### src/rtl/avg_hs_ctrl.sv
module avg_hs_ctrl #(
  parameter int W       = 8,
  parameter int ADD_DLY = 3
) (
  input  logic         clk,
  input  logic         rst_n,
  input  logic         in_req,
  output logic         in_ack,
  input  logic [W-1:0] in_data,
  output logic         out_req,
  input  logic         out_ack,
  output logic [W-1:0] out_data
);
  localparam int CW = (ADD_DLY < 2) ? 1 : $clog2(ADD_DLY);

  typedef enum logic [2:0] {S_IDLE, S_XCAP, S_ADD, S_OUTW, S_YCP, S_RTZ} phase_t;
  phase_t st;

  logic         rx, ax, ry, ay, ra, aa;
  logic [W-1:0] x_q, y_q;
  logic [CW-1:0] cnt;
  logic [W:0]   sum;

  assign sum = {1'b0, x_q} + {1'b0, y_q};

  // sample latch: transparent while rx
  always_ff @(posedge clk or negedge rst_n)
    if (!rst_n) begin
      x_q <= '0;
      ax  <= 1'b0;
    end else begin
      if (rx) x_q <= in_data;
      ax <= rx;
    end

  // previous-sample latch: transparent while ry
  always_ff @(posedge clk or negedge rst_n)
    if (!rst_n) begin
      y_q <= '0;
      ay  <= 1'b0;
    end else begin
      if (ry) y_q <= x_q;
      ay <= ry;
    end

  // adder with matched delay
  always_ff @(posedge clk or negedge rst_n)
    if (!rst_n) begin
      cnt <= '0;
      aa  <= 1'b0;
    end else if (!ra) begin
      cnt <= '0;
      aa  <= 1'b0;
    end else if (!aa) begin
      if (cnt == CW'(ADD_DLY - 1)) aa <= 1'b1;
      else cnt <= cnt + 1'b1;
    end

  // handshake controller
  always_ff @(posedge clk or negedge rst_n)
    if (!rst_n) begin
      st       <= S_IDLE;
      rx       <= 1'b0;
      ry       <= 1'b0;
      ra       <= 1'b0;
      in_ack   <= 1'b0;
      out_req  <= 1'b0;
      out_data <= '0;
    end else begin
      case (st)
        S_IDLE: if (in_req) begin
          rx <= 1'b1;
          st <= S_XCAP;
        end
        S_XCAP: if (ax) begin
          rx     <= 1'b0;
          in_ack <= 1'b1;
          ra     <= 1'b1;
          st     <= S_ADD;
        end
        S_ADD: if (aa) begin
          out_data <= sum[W:1];
          out_req  <= 1'b1;
          st       <= S_OUTW;
        end
        S_OUTW: if (out_ack) begin
          out_req <= 1'b0;
          ra      <= 1'b0;
          ry      <= 1'b1;
          st      <= S_YCP;
        end
        S_YCP: if (ay) begin
          ry <= 1'b0;
          st <= S_RTZ;
        end
        S_RTZ: if (!in_req && !out_ack && !ax && !aa && !ay) begin
          in_ack <= 1'b0;
          st     <= S_IDLE;
        end
        default: st <= S_IDLE;
      endcase
    end


  out_stable_chk: assert property (@(posedge clk) disable iff (!rst_n)
    (out_req && $past(out_req)) |-> $stable(out_data));


  out_req_fall_chk: assert property (@(posedge clk) disable iff (!rst_n)
    $fell(out_req) |-> $past(out_ack));


  in_ack_hold_chk: assert property (@(posedge clk) disable iff (!rst_n)
    $fell(in_ack) |-> (!$past(in_req) && !$past(out_ack)));


  in_ack_rise_chk: assert property (@(posedge clk) disable iff (!rst_n)
    $rose(in_ack) |-> $past(ax));


  out_req_rise_chk: assert property (@(posedge clk) disable iff (!rst_n)
    $rose(out_req) |-> ($past(aa) && in_ack));


  y_copy_chk: assert property (@(posedge clk) disable iff (!rst_n)
    $fell(ay) |-> (y_q == x_q));
endmodule

### config.mk
export PLATFORM = sky130hd
export DESIGN_NAME = avg_hs_ctrl
export DESIGN_NICKNAME = d
export VERILOG_FILES = /design/src/rtl/avg_hs_ctrl.sv
export SDC_FILE = /design/constraint.sdc
export NUM_CORES = 1
export LEC_CHECK = 0
export BUFFER_PORTS_ARGS = -buffer_cell sky130_fd_sc_hd__buf_4
export CORE_MARGIN = 1
export CORE_UTILIZATION = 50
export CTS_CLUSTER_DIAMETER = 30
export CTS_CLUSTER_SIZE = 24
export DETAILED_ROUTE_END_ITERATION = 7
export GPL_TIMING_DRIVEN = 0
export PLACE_DENSITY = 0.7
export SETUP_SLACK_MARGIN = 0.4
export SYNTH_ARGS = -nofsm -noshare
export SYNTH_HDL_FRONTEND = slang
export SYNTH_SLANG_ARGS = --single-unit
### constraint.sdc
create_clock -name clk -period 2.4 [get_ports clk]
set_input_delay 0.48 -clock clk [delete_from_list [all_inputs] [get_ports clk]]
set_output_delay 0.48 -clock clk [all_outputs]
set_load 0.1 [all_outputs]
==> results of run 1 <==
-- routing by layer --
layer	track usage (%)	vias to the layer above	wire, um
met4	5.97	0	20
met2	30.3	36	1670
li1	-	685	-
met5	0	-	0
met1	26.4	668	1680
met3	6.52	2	158
-- flip-flops by register name, indices dropped and copies added, names as in the netlist, 2 cells and up --
| register | count |
|---|---|
| out_data | 8 |
| cnt | 2 |
| y_q | 8 |
| st | 3 |
| x_q | 8 |
-- area by class of cell --
class | count | area [um2]
buffer | 7 | 42.5
clock buffer | 6 | 72.6
multi-input combinational | 124 | 890
inverter | 6 | 22.5
fill | 320 | 1290
tap | 46 | 57.6
clock inverter | 2 | 10.0
timing repair buffer | 21 | 158
sequential | 37 | 926
-- metrics by stage --
step | area, um2 | cells | setup slack (ps) | util [%]
global route | 2180 | 249 | 416 | 62.8
finish | 2180 | 249 | 549 | 62.8
global placement | 2100 | 241 | 570 | 60.4
detailed placement | 2100 | 241 | 566 | 60.4
CTS | 2180 | 249 | 536 | 62.8
floorplan | 1880 | 174 | 657 | -
-- synth_stat cells, types with 2 or more instances --
| library cell | number | area [um2] |
|---|---|---|
| ha_1 | 8 | 100 |
| nand2_1 | 17 | 63.8 |
| buf_4 | 2 | 15.0 |
| a21boi_0 | 2 | 15.0 |
| nor3b_1 | 2 | 15.0 |
| o21ai_0 | 17 | 85.1 |
| a21oi_1 | 8 | 40.0 |
| a211oi_1 | 3 | 22.5 |
| nor2b_1 | 5 | 31.3 |
| or4_1 | 2 | 15.0 |
| clkbuf_1 | 3 | 11.3 |
| mux2_2 | 14 | 158 |
| a211o_1 | 2 | 17.5 |
| o21a_1 | 4 | 30.0 |
| nor3_1 | 6 | 30.0 |
| inv_1 | 6 | 22.5 |
| or3_1 | 2 | 12.5 |
| xor2_1 | 2 | 17.5 |
| dfrtp_1 | 37 | 926 |
| nor2_1 | 7 | 26.3 |
| nand3_1 | 3 | 15.0 |
-- logic make-up after synthesis --
| group | synth area share (%) |
|---|---|
| compound gates | 16.7 |
| xor+xnor | 0.932 |
| fa+ha+maj | 6.39 |
| buf+inv | 3.46 |
| flops | 49.2 |
| mux | 8.38 |
| simple gates | 14.9 |
-- final timing paths --
| check | from | endpoint | slack [ps] |
|---|---|---|---|
| max in group asynchronous | rst_n | y_q[0] | 1920 |
| worst max-delay path | x_q[2] | out_data[5] | 550 |
| worst max register to register | x_q[2] | out_data[5] | 550 |
| worst min register to register | rx | ax | 400 |
| worst min-delay path | rst_n | out_data[2] | 130 |
| min in group clk | rx | ax | 400 |
-- critical path, cell delays in order (launching register included) --
cell     delay (ps)
dfrtp_1         390
ha_1            360
nor2b_4         150
o31a_1          280
or4_1           500
nand3_1         100
==> results.yml, run 1 <==
layout:
  drive_gt1_share_pct: 25.6
  diodes: 0
  nets: 223
  final_cell_mix: "dfrtp_1, buf_4, nand2_1, o21ai_0, mux2_2"
  final_common_cell: "dfrtp_1"
  syn_to_final_growth_pct: 15.8
floorplanning:
  row_count: 21
  start_util_pct: 54.2
  io_pins: 22
  core_area_um2: 3470
  die_w_um: 63.3
  chipHeight_um: 63.3
  dieArea_um2: 4010
worst_setup_path:
  worstPathMaxFanout: 4
  crit_type: "flip-flop to flip-flop"
  reg2reg_depth: 5
  worstPathArrival_ps: 2080
  cp_data_required_time_ps: 2630
  cp-end-kind: "flip-flop"
  start_kind: "flip-flop"
yosys:
  synth_seq_cells: 37
  synth-async-reset-ratio_pct: 100
  yosysWarnings: 0
  synth_area_um2: 1880
  synth_ff_type: "dfrtp_1"
  yosysSeqAreaShare_pct: 49.2
  syn_area_per_cell_um2: 10.8
  synth.net_count: 195
  synth-edff-count: 0
  synthCells: 174
  synth_cell_types: 43
global_routing:
  antenna_found_initial: 0
  grt_pass1_vias: 1338
  grt_pass1_wl_mm: 6.08
  overflow: 0
  grt_usage_pct: 19.8
  grt_max_degree: 38
clock_tree:
  cts-root-buf: "clkbuf_8"
  insertion_delay_ps: 290
  cts_tree: "built"
  cts_setup_buffers: 0
  cts.sink_count: 37
  cts.clk_slew.worst_paths_ps: 70
  cts_made_buffers: 5
  cts-hold-fix-buffers: 0
  cts_max_level: 2
  cts_max_path_buffers: 2
  cts_resized: 0
place:
  port_buffers: 21
  hpwl_mm: 2.60
  finalWeightedCongestion: 0.807
sta:
  rsz0062_at_grt: "false"
  setup-violations-final: 0
  final-hold-violation-count: 0
  fin_setup_tns_ps: 0
  slew_viol_final: 0
  min_period_over_period_pct: 77.1
  fin_skew_ps: 5.47
  slew-limit-headroom_pct: 68.4
  tightest_slew_ps: 474
  hold_ws_ps: 133
  fin_crit_ps: 1850
  max_freq_mhz: 540
drt:
  wl_per_cell_um: 14.2
  vias_per_cell: 5.59
  routed_wl_mm: 3.53
  drc_errors: 0
  ant_nets: 0
  num_vias: 1391
  dr.pass1.iters: 4
  first_iter_violations: 81
outcome:
  status: "complete, no violations"
job:
  maxCapViolCount: 0
worst_hold_path:
  min_path_type: "primary input to async pin"
Power of run 1 is not shown: default switching activity piles up to over one toggle a cycle in this logic, so the estimate is an artifact.
==> run 2, diff against run 1 <==
Settings changed: ABC_AREA set to 1.
Clock period 2.4 ns to 1.81 ns, I/O delays scaled along.
==> results.yml, run 2 <==
yosys:
  synth_common_cells: "nand2_1, dfrtp_1, inv_1, nor2_1, o21ai_0"
  syn_area_per_cell_um2: 8.11
  synth.most_common_cell: "nand2_1"
  synthCells: 226
  yosysSeqAreaShare_pct: 50.5
  synth_cell_types: 23
  synth_top_area_cell: "dfrtp_1"
  synth-edff-count: 0
  synth_area_um2: 1830
  yosysWarnings: 0
  synth_seq_cells: 37
  yosys-top-cells-area: "dfrtp_1, nand2_1, inv_1, ha_1, nor2_1"
  synth-async-reset-ratio_pct: 100
  synth_ff_type: "dfrtp_1"
  synth.net_count: 247
  yosysTopAreaCellShare_pct: 50.5
layout:
  layout.cells.non_filler: 309
  final_cell_mix: "nand2_1, dfrtp_1, inv_1"
  drive_gt1_share_pct: 24.7
  diodes: 0
  final_common_cell: "nand2_1"
  syn_to_final_growth_pct: 25.7
  top_regs: "out_data: 8 flops, x_q: 8 flops, y_q: 8 flops"
  nets: 283
worst_setup_path:
  crit-reg2reg-capture: "out_data[5]"
  cp-end-kind: "flip-flop"
  worstPathMaxFanout: 3
  cp-startpoint: "x_q[0]"
  worstPathArrival_ps: 1650
  regToRegSetupSlack_ps: 400
  reg2reg_depth: 8
  start_kind: "flip-flop"
  cp_data_required_time_ps: 2050
  r2r_start: "x_q[0]"
  crit_type: "flip-flop to flip-flop"
sta:
  slew_viol_final: 0
  tightest_slew_ps: 445
  min_period_over_period_pct: 77.9
  hold_ws_ps: 216
  setup_ws_ps: 399
  final-hold-violation-count: 0
  setup-violations-final: 0
  fin_crit_ps: 1410
  max_freq_mhz: 709
  rsz0062_at_grt: "true"
  slew-limit-headroom_pct: 70.4
  fin_skew_ps: 11.7
  fin_setup_tns_ps: 0
clock_tree:
  cts.sink_count: 37
  insertion_delay_ps: 340
  cts_made_buffers: 5
  cts-root-buf: "clkbuf_4"
  cts_tree: "built"
  cts.clk_slew.worst_paths_ps: 120
  cts_max_path_buffers: 2
  cts_max_level: 2
global_routing:
  grt_pass1_wl_mm: 6.27
  grt.met3_usage_pct: 4.74
  grt_usage_pct: 20.9
  met1_usage_pct: 27.1
  grt_max_degree: 38
  grt_pass1_vias: 1465
  overflow: 0
  grt_util_met2_pct: 32.9
  grt.busiest_layer: "met2"
  antenna_found_initial: 0
drt:
  routed_wl_mm: 3.51
  dr.pass1.iters: 7
  vias_per_cell: 4.86
  wl_per_cell_um: 11.4
  drc_errors: 0
  ant_nets: 0
  first_iter_violations: 73
  num_vias: 1501
worst_hold_path:
  hold-path-cell-count: 3
  hp-start: "in_data[2]"
  min_path_type: "primary input to flip-flop"
  holdPathEnd: "x_q[2]"
place:
  dpl.cell_count: 293
  hpwl_mm: 2.35
  finalWeightedCongestion: 0.816
  port_buffers: 21
  post-place-ws_ps: 261
floorplanning:
  chipHeight_um: 62.5
  row_count: 21
  core_area_um2: 3420
  dieArea_um2: 3910
  start_util_pct: 53.7
  die_w_um: 62.5
  io_pins: 22
outcome:
  status: "complete, no violations"
job:
  maxCapViolCount: 0
run 2: cell types whose count changed after synthesis, sizes merged, moves of 3 or more:
cell / before / now
or4: 3 / 0
nor3: 6 / 1
nor2: 8 / 24
a21oi: 8 / 13
nand3: 3 / 14
o21a: 4 / 0
mux2: 14 / 0
inv: 6 / 36
buf: 4 / 1
nand2: 17 / 62
nor2b: 6 / 0
o21ai: 17 / 20
run 2: layer usage:
layer	up-vias	part of all wire (%)
met5	-	0
met4	0	2.2
met2	32	46
met1	682	47
met3	6	4.4
li1	781	-
run 2: worst max-delay path by stage:
| stage | end | cells after the start |
|---|---|---|
| 2_1_floorplan | out_data[7] | 6 |
| 3_3_place_gp | out_data[7] | 6 |
| 3_5_place_dp | out_data[7] | 6 |
| 4_1_cts | out_data[5] | 8 |
| 5_1_grt | out_data[5] | 8 |
| 6_report | out_data[5] | 8 |
run 2: cell families (layout without fill, tap and decap cells):
family	count (synthesis)	in the layout	share of synthesized area, %
AOI/OAI and AO/OA	34	34	9.83
buffers and inverters	40	77	8.60
adders and majority gates	9	9	6.55
xor gates and xnor gates	3	3	1.43
DFF	37	37	50.5
and+or+nand+nor	103	103	23.1
run 2: final cells by class:
| cell class | instances | area [um2] |
|---|---|---|
| tap | 46 | 57.6 |
| clock inverter | 2 | 38.8 |
| multi-input combinational | 149 | 858 |
| sequential | 37 | 926 |
| timing repair buffer | 29 | 224 |
| inverter | 36 | 135 |
| clock buffer | 6 | 41.3 |
| fill | 285 | 1110 |
| buffer | 4 | 23.8 |
run 2: through the flow:
| stage | util, % | instance area (um2) |
|---|---|---|
| finish | 67.5 | 2300 |
| global route | 67.5 | 2300 |
| CTS | 66.3 | 2260 |
| detailed placement | 60.0 | 2050 |
| global placement | 60.0 | 2050 |
| floorplan | - | 1840 |
run 2: timing repair:
action	4_1_cts	5_1_grt
hold buffers	1	0
endpoints found under the hold margin	37	0
pin swaps	8	4
setup buffers	5	2
setup endpoints to repair	6	21
resized for setup	14	10
run 2: critical path: stages (launching register included):
cell     delay (ps)
dfrtp_1         390
nand2_2          80
fa_2            350
o21ai_2         150
nand3_2         100
nand2_1          70
nand2_1          50
nand3_2          60
nand2_1          40
Power of run 2 is left out for the same reason.
